File: src/rtl/flash_pwr_pkg.sv
package flash_pwr_pkg;

  typedef enum logic [1:0] {
    PS_ACTIVE  = 2'd0,
    PS_STANDBY = 2'd1,
    PS_SLEEP   = 2'd2,
    PS_RESET   = 2'd3
  } pwr_state_e;

  // Whole clock cycles covering a duration in ns, never less than one.
  function automatic int unsigned ns_to_cyc(input int unsigned dur_ns,
                                            input int unsigned clk_ns);
    int unsigned c;
    c = (dur_ns + clk_ns - 1) / clk_ns;
    if (c == 0) c = 1;
    return c;
  endfunction

  // Counter width able to hold values 0..max_val.
  function automatic int unsigned cnt_width(input int unsigned max_val);
    if (max_val < 2) return 1;
    return $clog2(max_val + 1);
  endfunction

endpackage

File: src/rtl/fpc_rst_filter.sv
// Qualifies the device reset pin: counts consecutive low samples and
// reports when this edge completes the minimum pulse width.
module fpc_rst_filter #(
  parameter int unsigned MIN_LOW = 3
) (
  input  logic clk,
  input  logic rst_n,
  input  logic dev_rst_n,
  output logic rst_take
);
  localparam int unsigned CW = flash_pwr_pkg::cnt_width(MIN_LOW);
  localparam logic [CW-1:0] LIM = CW'(MIN_LOW);
  localparam logic [CW-1:0] ARM = CW'(MIN_LOW - 1);

  logic [CW-1:0] low_q;

  always_ff @(posedge clk or negedge rst_n) begin
    if (!rst_n)          low_q <= '0;
    else if (dev_rst_n)  low_q <= '0;
    else if (low_q != LIM) low_q <= low_q + 1'b1;
  end

  // Low at this edge and enough earlier low edges: reset qualifies now.
  assign rst_take = !dev_rst_n && (low_q >= ARM);

  a_r11_low_cnt_bounded: assert property (@(posedge clk) disable iff (!rst_n)
    low_q <= LIM);

  generate
    if (MIN_LOW > 1) begin : g_hist
      a_r11_take_needs_history: assert property (@(posedge clk) disable iff (!rst_n)
        rst_take |-> (low_q != '0));
    end
  endgenerate

endmodule

File: src/rtl/fpc_addr_watch.sv
// Tracks how long the address bus has stayed unchanged.
module fpc_addr_watch #(
  parameter int unsigned ADDR_W     = 16,
  parameter int unsigned STABLE_CYC = 9
) (
  input  logic              clk,
  input  logic              rst_n,
  input  logic [ADDR_W-1:0] addr,
  output logic              addr_moved,
  output logic              stable_take
);
  localparam int unsigned CW = flash_pwr_pkg::cnt_width(STABLE_CYC);
  localparam logic [CW-1:0] LIM = CW'(STABLE_CYC);
  localparam logic [CW-1:0] ARM = CW'(STABLE_CYC - 1);

  logic [ADDR_W-1:0] addr_q;
  logic [CW-1:0]     cnt_q;

  assign addr_moved = (addr != addr_q);

  always_ff @(posedge clk or negedge rst_n) begin
    if (!rst_n) begin
      addr_q <= '0;
      cnt_q  <= '0;
    end else begin
      addr_q <= addr;
      if (addr_moved)        cnt_q <= '0;
      else if (cnt_q != LIM) cnt_q <= cnt_q + 1'b1;
    end
  end

  // This edge reaches the stability threshold (or it was already reached).
  assign stable_take = !addr_moved && (cnt_q >= ARM);

  a_r13_no_overflow: assert property (@(posedge clk) disable iff (!rst_n)
    cnt_q <= LIM);

  a_r13_restart_on_move: assert property (@(posedge clk) disable iff (!rst_n)
    addr_moved |=> (cnt_q == '0));

endmodule

File: src/rtl/fpc_access_timer.sv
// Counts edges spent outside standby/reset; reads are valid once it saturates.
module fpc_access_timer #(
  parameter int unsigned ACC_CYC = 7
) (
  input  logic clk,
  input  logic rst_n,
  input  logic restart,
  output logic ready
);
  localparam int unsigned CW = flash_pwr_pkg::cnt_width(ACC_CYC);
  localparam logic [CW-1:0] LIM = CW'(ACC_CYC);

  logic [CW-1:0] cnt_q;

  always_ff @(posedge clk or negedge rst_n) begin
    if (!rst_n)            cnt_q <= '0;
    else if (restart)      cnt_q <= '0;
    else if (cnt_q != LIM) cnt_q <= cnt_q + 1'b1;
  end

  assign ready = (cnt_q == LIM);

  a_r3_ready_sticks: assert property (@(posedge clk) disable iff (!rst_n)
    (ready && !restart) |=> ready);

  a_r3_restart_clears: assert property (@(posedge clk) disable iff (!rst_n)
    restart |=> !ready);

endmodule

File: src/rtl/flash_pwr_ctrl.sv
module flash_pwr_ctrl
  import flash_pwr_pkg::*;
#(
  parameter int unsigned ADDR_W          = 16,
  parameter int unsigned CLK_NS          = 10,
  parameter int unsigned ACC_NS          = 70,
  parameter int unsigned SLEEP_MARGIN_NS = 20,
  parameter int unsigned CE_ACC_NS       = 70,
  parameter int unsigned RST_MIN_NS      = 30
) (
  input  logic              clk,
  input  logic              rst_n,
  input  logic              chip_en_n,
  input  logic              out_en_n,
  input  logic              wr_en_n,
  input  logic              dev_rst_n,
  input  logic [ADDR_W-1:0] addr,
  input  logic              sync_mode,
  input  logic              engine_busy,
  output logic [1:0]        pwr_state,
  output logic              out_drive,
  output logic              data_hold,
  output logic              cfg_clear,
  output logic              cmd_gate,
  output logic              op_abort
);
  localparam int unsigned SLEEP_CYC = ns_to_cyc(ACC_NS + SLEEP_MARGIN_NS, CLK_NS);
  localparam int unsigned CE_CYC    = ns_to_cyc(CE_ACC_NS, CLK_NS);
  localparam int unsigned RST_CYC   = ns_to_cyc(RST_MIN_NS, CLK_NS);

  // Internal events, named for the assertions.
  logic rst_take;
  logic addr_moved;
  logic stable_take;
  logic acc_ready;
  logic acc_restart;
  logic selected;
  logic reset_entry;

  pwr_state_e st_q, st_d;
  logic       pulse_q;

  assign selected = !chip_en_n;

  fpc_rst_filter #(.MIN_LOW(RST_CYC)) u_rst (
    .clk       (clk),
    .rst_n     (rst_n),
    .dev_rst_n (dev_rst_n),
    .rst_take  (rst_take)
  );

  fpc_addr_watch #(.ADDR_W(ADDR_W), .STABLE_CYC(SLEEP_CYC)) u_addr (
    .clk         (clk),
    .rst_n       (rst_n),
    .addr        (addr),
    .addr_moved  (addr_moved),
    .stable_take (stable_take)
  );

  // Priority: qualified reset, short-reset hold, deselect (busy hold / standby),
  // then auto-sleep in asynchronous mode, else active.
  always_comb begin
    if (rst_take)                       st_d = PS_RESET;
    else if (!dev_rst_n)                st_d = st_q;
    else if (!selected)                 st_d = engine_busy ? PS_ACTIVE : PS_STANDBY;
    else if (!sync_mode && stable_take) st_d = PS_SLEEP;
    else                                st_d = PS_ACTIVE;
  end

  assign acc_restart = (st_d == PS_STANDBY) || (st_d == PS_RESET);
  assign reset_entry = (st_d == PS_RESET) && (st_q != PS_RESET);

  fpc_access_timer #(.ACC_CYC(CE_CYC)) u_acc (
    .clk     (clk),
    .rst_n   (rst_n),
    .restart (acc_restart),
    .ready   (acc_ready)
  );

  always_ff @(posedge clk or negedge rst_n) begin
    if (!rst_n) begin
      st_q    <= PS_STANDBY;
      pulse_q <= 1'b0;
    end else begin
      st_q    <= st_d;
      pulse_q <= reset_entry;
    end
  end

  assign pwr_state = st_q;
  assign data_hold = (st_q == PS_SLEEP);
  assign out_drive = ((st_q == PS_ACTIVE) || (st_q == PS_SLEEP)) &&
                     selected && !out_en_n && acc_ready;
  assign cmd_gate  = dev_rst_n && (st_q != PS_RESET) && selected && !wr_en_n;
  assign op_abort  = pulse_q;
  assign cfg_clear = pulse_q;

  a_r1_standby_hiz: assert property (@(posedge clk) disable iff (!rst_n)
    (st_q == PS_STANDBY) |-> !out_drive);

  a_r2_busy_hold: assert property (@(posedge clk) disable iff (!rst_n)
    ((st_q == PS_ACTIVE) && engine_busy && chip_en_n && dev_rst_n) |=> (st_q == PS_ACTIVE));

  a_r5_wake_on_move: assert property (@(posedge clk) disable iff (!rst_n)
    ((st_q == PS_SLEEP) && addr_moved && dev_rst_n && selected) |=> (st_q == PS_ACTIVE));

  a_r6_no_sync_sleep: assert property (@(posedge clk) disable iff (!rst_n)
    (st_q == PS_SLEEP) |-> !$past(sync_mode));

  a_r7_reset_quiet: assert property (@(posedge clk) disable iff (!rst_n)
    (st_q == PS_RESET) |-> (!out_drive && !cmd_gate));

  a_r8_abort_single: assert property (@(posedge clk) disable iff (!rst_n)
    op_abort |=> !op_abort);

  a_r8_abort_in_reset: assert property (@(posedge clk) disable iff (!rst_n)
    op_abort |-> (st_q == PS_RESET));

  a_r9_gate_closed: assert property (@(posedge clk) disable iff (!rst_n)
    !dev_rst_n |-> !cmd_gate);

  a_r11_no_spurious_reset: assert property (@(posedge clk) disable iff (!rst_n)
    ((st_q != PS_RESET) && !rst_take) |=> (st_q != PS_RESET));

  a_r12_reset_wins: assert property (@(posedge clk) disable iff (!rst_n)
    rst_take |=> (st_q == PS_RESET));

  a_r14_oe_off: assert property (@(posedge clk) disable iff (!rst_n)
    out_en_n |-> !out_drive);

endmodule

File: config.mk
export PLATFORM = sky130hd
export DESIGN_NAME = flash_pwr_ctrl
export DESIGN_NICKNAME = d
export VERILOG_FILES = /design/src/rtl/flash_pwr_pkg.sv /design/src/rtl/fpc_rst_filter.sv /design/src/rtl/fpc_addr_watch.sv /design/src/rtl/fpc_access_timer.sv /design/src/rtl/flash_pwr_ctrl.sv
export SDC_FILE = /design/constraint.sdc
export NUM_CORES = 1
export LEC_CHECK = 0
export BUFFER_PORTS_ARGS = -buffer_cell sky130_fd_sc_hd__buf_2
export CELL_PAD_IN_SITES_DETAIL_PLACEMENT = 0
export CELL_PAD_IN_SITES_GLOBAL_PLACEMENT = 1
export CORE_MARGIN = 5
export CORE_UTILIZATION = 31
export CTS_CLUSTER_SIZE = 12
export DETAILED_ROUTE_END_ITERATION = 8
export GPL_TIMING_DRIVEN = 0
export HOLD_SLACK_MARGIN = 0.12
export MAX_ROUTING_LAYER = met4
export PLACE_DENSITY = 0.58
export SYNTH_ARGS = -nofsm -noshare
export SYNTH_HDL_FRONTEND = slang
export SYNTH_SLANG_ARGS = --single-unit
export TNS_END_PERCENT = 1
File: constraint.sdc
create_clock -name clk -period 1.8 [get_ports clk]
set_input_delay 0.18 -clock clk [delete_from_list [all_inputs] [get_ports clk]]
set_output_delay 0.18 -clock clk [all_outputs]
set_load 0.005 [all_outputs]
==> key figures, run 1 <==
Layout
  – Multi-input combinational cell area: 463 µm²
  – Layout cells sized above 1: 0.260
  – FF/Latch Area: 702 µm²
  – Commonest non-fill, non-tap cell in the layout: buf_2
  – FILL cells: 350
  – Nets: 178
  – Layout area overhead: 37.3%
  – Most frequent cells in the layout: buf_2 (30), dfrtp_1 (27), xor2_1 (20)
  – Fin area: 0.00163 mm²
  – Ant. Diodes: 0

CTS
  – Clock sinks: 28
  – Clk Tree Root Cell: clkbuf_8
  – Total CTS buffers: 3
  – H-Tree Depth: 1
  – CTS tree: done
  – PostCTS Resize Cnt: 0
  – Clk_lat worst skew: 0.27 ns
  – Longest Clk Path Bufs: 2
  – Clock-pin slew on the worst setup and hold paths: 0.09 ns

Die
  – Initial core utilization: 0.322
  – Rows: 22
  – I/O Pins: 31
  – Die H: 71.9 µm
  – Die Wd: 71.9 µm
  – Core footprint: 0.00369 mm²
  – Area of the die: 0.00517 mm²

Timing
  – Setup TNS: 0 ns
  – Final Cycle Share: 0.927
  – RSZ-0062 raised after global routing: false
  – Headroom to the max-slew limit: 0.593
  – # setup viols final: 0
  – WHS: 0.150 ns
  – FMAX: 599 MHz
  – Final worst slack: 0.132 ns
  – Max Slew Vio Count: 0
  – Min Clock Period, post-route: 1.67 ns
  – Final-report hold violation count: 0
  – Clk_skew: 0.00355 ns
  – Worst-Margin Slew: 0.610 ns

Worst setup path
  – Reg-to-reg slack, setup: 0.36 ns
  – R2R depth: 5
  – Arrival @ worst endpoint: 1.49 ns
  – CP max-delay cell: dfrtp_1
  – Worst Path Required: 1.62 ns
  – Worst setup path category: register to primary output
  – Worst path max stage delay: 0.38 ns
  – Most used cell, CP: ha_1
  – Crit Reg-Reg Endpoint: pwr_state[1]$_DFF_PN0_
  – Crit-path max FO: 4
  – Worst Setup End Kind: primary output
  – Critical path cell sequence: ha_1, ha_1, nor4b_1, buf_2
  – CP Launch Type: register
  – FF-to-FF Start: u_addr.addr_q[1]$_DFF_PN0_

Global route
  – Vias in the first global route: 903
  – Initial antenna violation count: 0
  – Global-route wire length before repair: 3.91 mm
  – GR Overflow Total: 0
  – Total GRT Usage: 0.0974
  – Largest net degree at the start of global routing: 29

Place
  – Hpwl dp: 1.59 mm
  – Pre-CTS WS: 0.252 ns
  – Post-DP Area: 0.00140 mm²
  – Port buffer count: 30
  – GPL Wtd Cong: 0.758

Worst hold path
  – Hold endpoint: pwr_state[0]$_DFF_PN1_
  – Hold/Removal Path Class: input pin to register
  – Hold path startpoint: engine_busy
  – Worst hold path cell count: 2

Routing
  – Top sig layer: met4
  – DR vias: 844
  – Routed met1 length: 937 µm
  – Initial drt markers: 3
  – Vias per cell: 4.35
  – Total wire length: 2.15 mm
  – WL met3: 169 µm
  – WL met2: 1.02 mm
  – TritonRoute pass-1 iters: 2
  – Wire per inst: 11.1 µm
  – ANT nets after route: 0
  – Residual DRC: 0

Synthesis
  – Post-Syn Nets: 125
  – Yosys cell types: 23
  – Synth top area share: 0.569
  – Dominant cells by area after synthesis: dfrtp_1 (57%), xor2_1 (15%), ha_1 (7.4%), nor2_1 (3.5%), mux2i_1 (2.5%)
  – Post-synth EDFFs: 0
  – Share of synthesized flip-flops with an asynchronous set or reset: 1.00
  – Syn. warnings: 0
  – Most area-hungry cell type in the Yosys netlist: dfrtp_1
  – Gate Count Post-Synth: 94
  – Most used DFF post-synth: dfrtp_1
  – Syn Area/Cell: 12.6 µm²
  – Post-Syn Area: 0.00119 mm²
  – #FFs+latches synth: 28
  – Sequential fraction of the synthesis area: 0.591

Job
  – Maxcap violations: 0

Power
  – Leak Pwr: 0.792 nW
  – Power Total: 1.43 mW
  – Switching power: 0.368 mW
  – Peak supply drop: 0.414 mV
  – Comb pwr share: 0.199
  – Pwr/cell area: 875 mW/mm²
  – Clock share of power: 0.265
  – Switching Share: 0.258
  – Cell-internal power: 1.06 mW
  – Sequential share of power: 0.536

Run status
  – Outcome: completed
-- state kept, by name, summed over array words and instances (netlist names) --
| signal | flops |
|---|---|
| u_addr.addr_q | 16 |
| u_addr.cnt_q | 4 |
| u_acc.cnt_q | 3 |
| pwr_state | 2 |
| u_rst.low_q | 2 |
| cfg_clear | 1 |
-- cell type report --
type,count,area share
timing repair buffer,48,0.201
sequential,28,0.431
clock buffer,4,0.0338
inverter,4,0.00921
multi-input combinational,61,0.284
buffer,1,0.00460
tap,48,0.0368
-- worst max-delay path by stage --
| stage | start | endpoint | slack [ns] | depth (start not counted) |
|---|---|---|---|---|
| after floorplan | u_addr.addr_q[9]$_DFF_PN0_ | pwr_state[1]$_DFF_PN0_ | 0.58 | 4 |
| after global placement | u_addr.addr_q[9]$_DFF_PN0_ | pwr_state[1]$_DFF_PN0_ | 0.30 | 4 |
| after detailed placement | u_addr.addr_q[9]$_DFF_PN0_ | pwr_state[1]$_DFF_PN0_ | 0.25 | 4 |
| after CTS | addr[9] | pwr_state[1]$_DFF_PN0_ | 0.07 | 6 |
| after global routing | u_acc.cnt_q[0]$_DFFE_PN0P_ | out_drive | 0.02 | 4 |
| final | u_acc.cnt_q[0]$_DFFE_PN0P_ | out_drive | 0.13 | 4 |
-- cells by family (layout without fill, tap and decap cells) --
| logic type | count (synthesis) | in the layout | synth area share |
|---|---|---|---|
| flip-flops | 28 | 28 | 0.591 |
| AND/OR/NAND/NOR | 25 | 25 | 0.107 |
| XOR/XNOR | 21 | 21 | 0.155 |
| adder cells (fa/ha/maj) | 7 | 7 | 0.0738 |
| AO/OA/AOI/OAI | 5 | 5 | 0.0284 |
| buffers and inverters | 5 | 57 | 0.0190 |
| multiplexers | 3 | 3 | 0.0253 |
-- critical path: cells and delay by family (launching register included) --
kind,cells,cell delay [ns]
adder cells (fa/ha/maj),2,0.43
flip-flops,1,0.38
AND/OR/NAND/NOR,1,0.26
buffers and inverters,1,0.16
-- repair_timing --
action | CTS | global route
hold buffers | 17 | 0
buffers inserted | 0 | 1
setup endpoints to repair | 0 | 1
hold endpoints to repair | 43 | 0
-- cell usage after synthesis, types with 2 or more instances --
master / number
nor2_1: 11
ha_1: 7
mux2i_1: 3
inv_1: 3
nor4_1: 4
nor3_1: 2
o22ai_1: 2
xor2_1: 20
dfrtp_1: 27
nand2_1: 2
-- stage by stage --
step,instances,util
after detailed placement,172,0.379
after CTS,193,0.440
after global placement,172,0.379
after global routing,194,0.442
after floorplan,94,-
final,194,0.442
-- power by group through the flow --
stage / registers (mW) / logic, mW / clock network, mW
after floorplan: 0.770 / 0.160 / 0
after global placement: 0.775 / 0.258 / 0
after detailed placement: 0.779 / 0.263 / 0
after CTS: 0.766 / 0.292 / 0.394
after global routing: 0.776 / 0.334 / 0.428
final: 0.765 / 0.283 / 0.378
-- per-layer routing --
metal / vias to the layer above / track usage
met3: 4 / 0.0291
met1: 396 / 0.112
met5: - / -
met2: 27 / 0.160
met4: 0 / 0.0376
li1: 417 / -
(Power assumes the default switching activity.)
==> run 2, diff against run 1 <==
- CELL_PAD_IN_SITES_DETAIL_PLACEMENT: 0 -> default
- CELL_PAD_IN_SITES_GLOBAL_PLACEMENT: 1 -> default
- CORE_UTILIZATION: 31 -> 45
- PLACE_DENSITY: 0.58 -> 0.66
==> run 2 against run 1 <==
Effect of this change:
- fmax increased by 1.5%
- hold slack improved by 0.049 ns
- routed wire length shrank 5.2%
- critical path depth is the same
- first-iteration DRC count grew to 3.7 times the previous value
- count of clock-buffer cells in the layout unchanged
- total power down 8.3%
- largest cell class unchanged
- final cell count decreased by 8.2%
- clock power fell by 34%
==> key figures, run 2 (synthesis results as in run 1) <==
Run status
  – Outcome: completed

Power
  – Switching power: 0.354 mW (-3.9%)
  – Clock share of power: 0.192 (-0.073)
  – Switching Share: 0.270 (+0.0124)
  – Sequential share of power: 0.586 (+0.050)
  – Comb pwr share: 0.222 (+0.023)
  – Leak Pwr: 0.787 nW (-0.63%)
  – Pwr/cell area: 814 mW/mm² (-7.0%)
  – Peak supply drop: 0.704 mV (+70%)
  – Cell-internal power: 0.955 mW (-9.8%)

Worst setup path
  – WP buf/inv: 1 (unchanged)
  – CP top delay family: adder cells
  – Crit Reg-Reg Endpoint: pwr_state[1]$_DFF_PN0_
  – Worst Setup End Kind: primary output
  – CP max-delay cell: dfrtp_1
  – Crit-path max FO: 4 (unchanged)
  – Worst Path Required: 1.62 ns (about the same)
  – Worst setup path category: register to primary output
  – Arrival @ worst endpoint: 1.46 ns (-0.03 ns)
  – Worst path max stage delay: 0.41 ns (+0.03 ns)
  – CP Launch Type: register
  – Critical path cell sequence: ha_1, ha_1, nor4b_2, buf_2
  – FF-to-FF Start: u_addr.addr_q[9]$_DFF_PN0_
  – Most used cell, CP: ha_1
  – R2R depth: 4 (-1)
  – Reg-to-reg slack, setup: 0.34 ns (-0.02 ns)

CTS
  – H-Tree Depth: 1 (unchanged)
  – Clock sinks: 28 (unchanged)
  – Clk_lat worst skew: 0.31 ns (+0.04 ns)
  – Clk Tree Root Cell: clkbuf_4
  – Post-CTS setup buffer count: 0 (unchanged)
  – CTS tree: done
  – Longest Clk Path Bufs: 2 (unchanged)
  – Total CTS buffers: 3 (unchanged)
  – Clock-pin slew on the worst setup and hold paths: 0.14 ns (+0.05 ns)

Routing
  – Vias per cell: 4.80 (+10%)
  – Initial drt markers: 11 (+8)
  – Residual DRC: 0 (unchanged)
  – TritonRoute pass-1 iters: 4 (+2)
  – Wire per inst: 11.5 µm (+3.3%)
  – Total wire length: 2.04 mm (-5.2%)
  – ANT nets after route: 0 (unchanged)
  – DR vias: 855 (+1.3%)

Place
  – Port buffer count: 30 (unchanged)
  – Hpwl dp: 1.52 mm (-4.6%)
  – GPL Wtd Cong: 0.752 (-0.84%)
  – Post-DP Area: 0.00138 mm² (-1.6%)

Global route
  – Largest net degree at the start of global routing: 29 (unchanged)
  – Initial antenna violation count: 0 (unchanged)
  – Global-route wire length before repair: 3.55 mm (-9.2%)
  – GR Overflow Total: 0 (unchanged)
  – Vias in the first global route: 872 (-3.4%)
  – Total GRT Usage: 0.129 (+0.0320)

Die
  – Core footprint: 0.00250 mm² (-32%)
  – Die Wd: 61.4 µm (-15%)
  – Die H: 61.4 µm (-15%)
  – Area of the die: 0.00377 mm² (-27%)
  – Initial core utilization: 0.475 (+0.153)
  – I/O Pins: 31 (unchanged)
  – Rows: 18 (-18%)

Layout
  – Most frequent cells in the layout: buf_2 (30), dfrtp_1 (27), xor2_1 (20), dlygate4sd3_1 (20), nor2_1 (11)
  – Layout cells sized above 1: 0.250 (-0.0103)
  – Ant. Diodes: 0 (unchanged)
  – Reg with most FFs: u_addr.addr_q
  – FF/Latch Area: 702 µm² (unchanged)
  – FILL cells: 198 (-43%)
  – Multi-input combinational cell area: 469 µm² (+1.4%)
  – Nets: 180 (+1.1%)
  – Regs by FF count: u_addr.addr_q: 16 flops, u_addr.cnt_q: 4 flops, u_acc.cnt_q: 3 flops
  – Commonest non-fill, non-tap cell in the layout: buf_2
  – Fin area: 0.00161 mm² (-1.4%)
  – Largest register FFs: 16 (unchanged)
  – Layout area overhead: 35.4%

Timing
  – Final Cycle Share: 0.913 (-0.0134)
  – Max Slew Vio Count: 0 (unchanged)
  – Setup TNS: 0 ns (unchanged)
  – Headroom to the max-slew limit: 0.609 (+0.0156)
  – Min Clock Period, post-route: 1.64 ns (-0.0241 ns)
  – Worst-Margin Slew: 0.587 ns (-0.0234 ns)
  – FMAX: 608 MHz (+1.5%)
  – RSZ-0062 raised after global routing: false
  – # setup viols final: 0 (unchanged)
  – Final-report hold violation count: 0 (unchanged)
  – Clk_skew: 0.0119 ns (+0.00837 ns)

Job
  – Maxcap violations: 0 (unchanged)

Worst hold path
  – Worst hold path cell count: 3 (+1)
  – Hold/Removal Path Class: input pin to register
  – Hold endpoint: pwr_state[1]$_DFF_PN0_
  – Hold path startpoint: chip_en_n
run 2: stage by stage:
stage	power [mW]	instances	util	hold slack (ns)	setup slack (ns)
after floorplan	0.930	94	-	-0.116	0.583
after global placement	1.02	154	0.550	0.223	0.339
after detailed placement	1.04	154	0.550	0.222	0.306
after CTS	1.33	178	0.641	0.178	0.104
after global routing	1.41	178	0.643	0.184	0.0210
final	1.31	178	0.643	0.198	0.156
run 2: worst max-delay path by stage:
stage | end | cells past startpoint | slack (ns) | startpoint
2_1_floorplan | pwr_state[1]$_DFF_PN0_ | 4 | 0.58 | u_addr.addr_q[9]$_DFF_PN0_
4_1_cts | out_drive | 4 | 0.10 | u_acc.cnt_q[0]$_DFFE_PN0P_
3_3_place_gp | pwr_state[1]$_DFF_PN0_ | 4 | 0.34 | u_addr.addr_q[9]$_DFF_PN0_
3_5_place_dp | pwr_state[1]$_DFF_PN0_ | 4 | 0.31 | u_addr.addr_q[9]$_DFF_PN0_
6_report | out_drive | 4 | 0.16 | u_acc.cnt_q[0]$_DFFE_PN0P_
5_1_grt | out_drive | 4 | 0.02 | u_acc.cnt_q[0]$_DFFE_PN0P_
run 2: layout make-up:
type | count | share of cell area
flip-flops and latches | 28 | 0.437
multi-input cells | 61 | 0.292
repair buffers | 50 | 0.218
well taps | 30 | 0.0233
clock buffers | 4 | 0.0163
inverters | 4 | 0.00934
plain buffers | 1 | 0.00467
run 2: power groups by stage:
| stage | combinational (mW) | sequential [mW] | clock, mW |
|---|---|---|---|
| finish | 0.291 | 0.767 | 0.251 |
| detailed placement | 0.263 | 0.779 | 0 |
| global placement | 0.251 | 0.773 | 0 |
| global route | 0.340 | 0.776 | 0.293 |
| floorplan | 0.160 | 0.770 | 0 |
| CTS | 0.296 | 0.766 | 0.265 |
run 2: what timing repair did:
item	CTS	global route
gates resized for setup	0	1
setup endpoints to repair	0	1
endpoints found under the hold margin	48	0
hold buffers	20	0
run 2: layer usage:
metal / vias to the layer above / global-route usage / part of all wire
li1: 422 / - / -
met1: 406 / 0.152 / 0.40
met2: 25 / 0.228 / 0.51
met3: 2 / 0.0210 / 0.081
met4: 0 / 0.0364 / 0.0059
met5: - / - / 0
run 2: tightest hold or removal path: stages:
cell and delay [ns]:
buf_2 0.12, or4b_1 0.12, o22ai_1 0.07
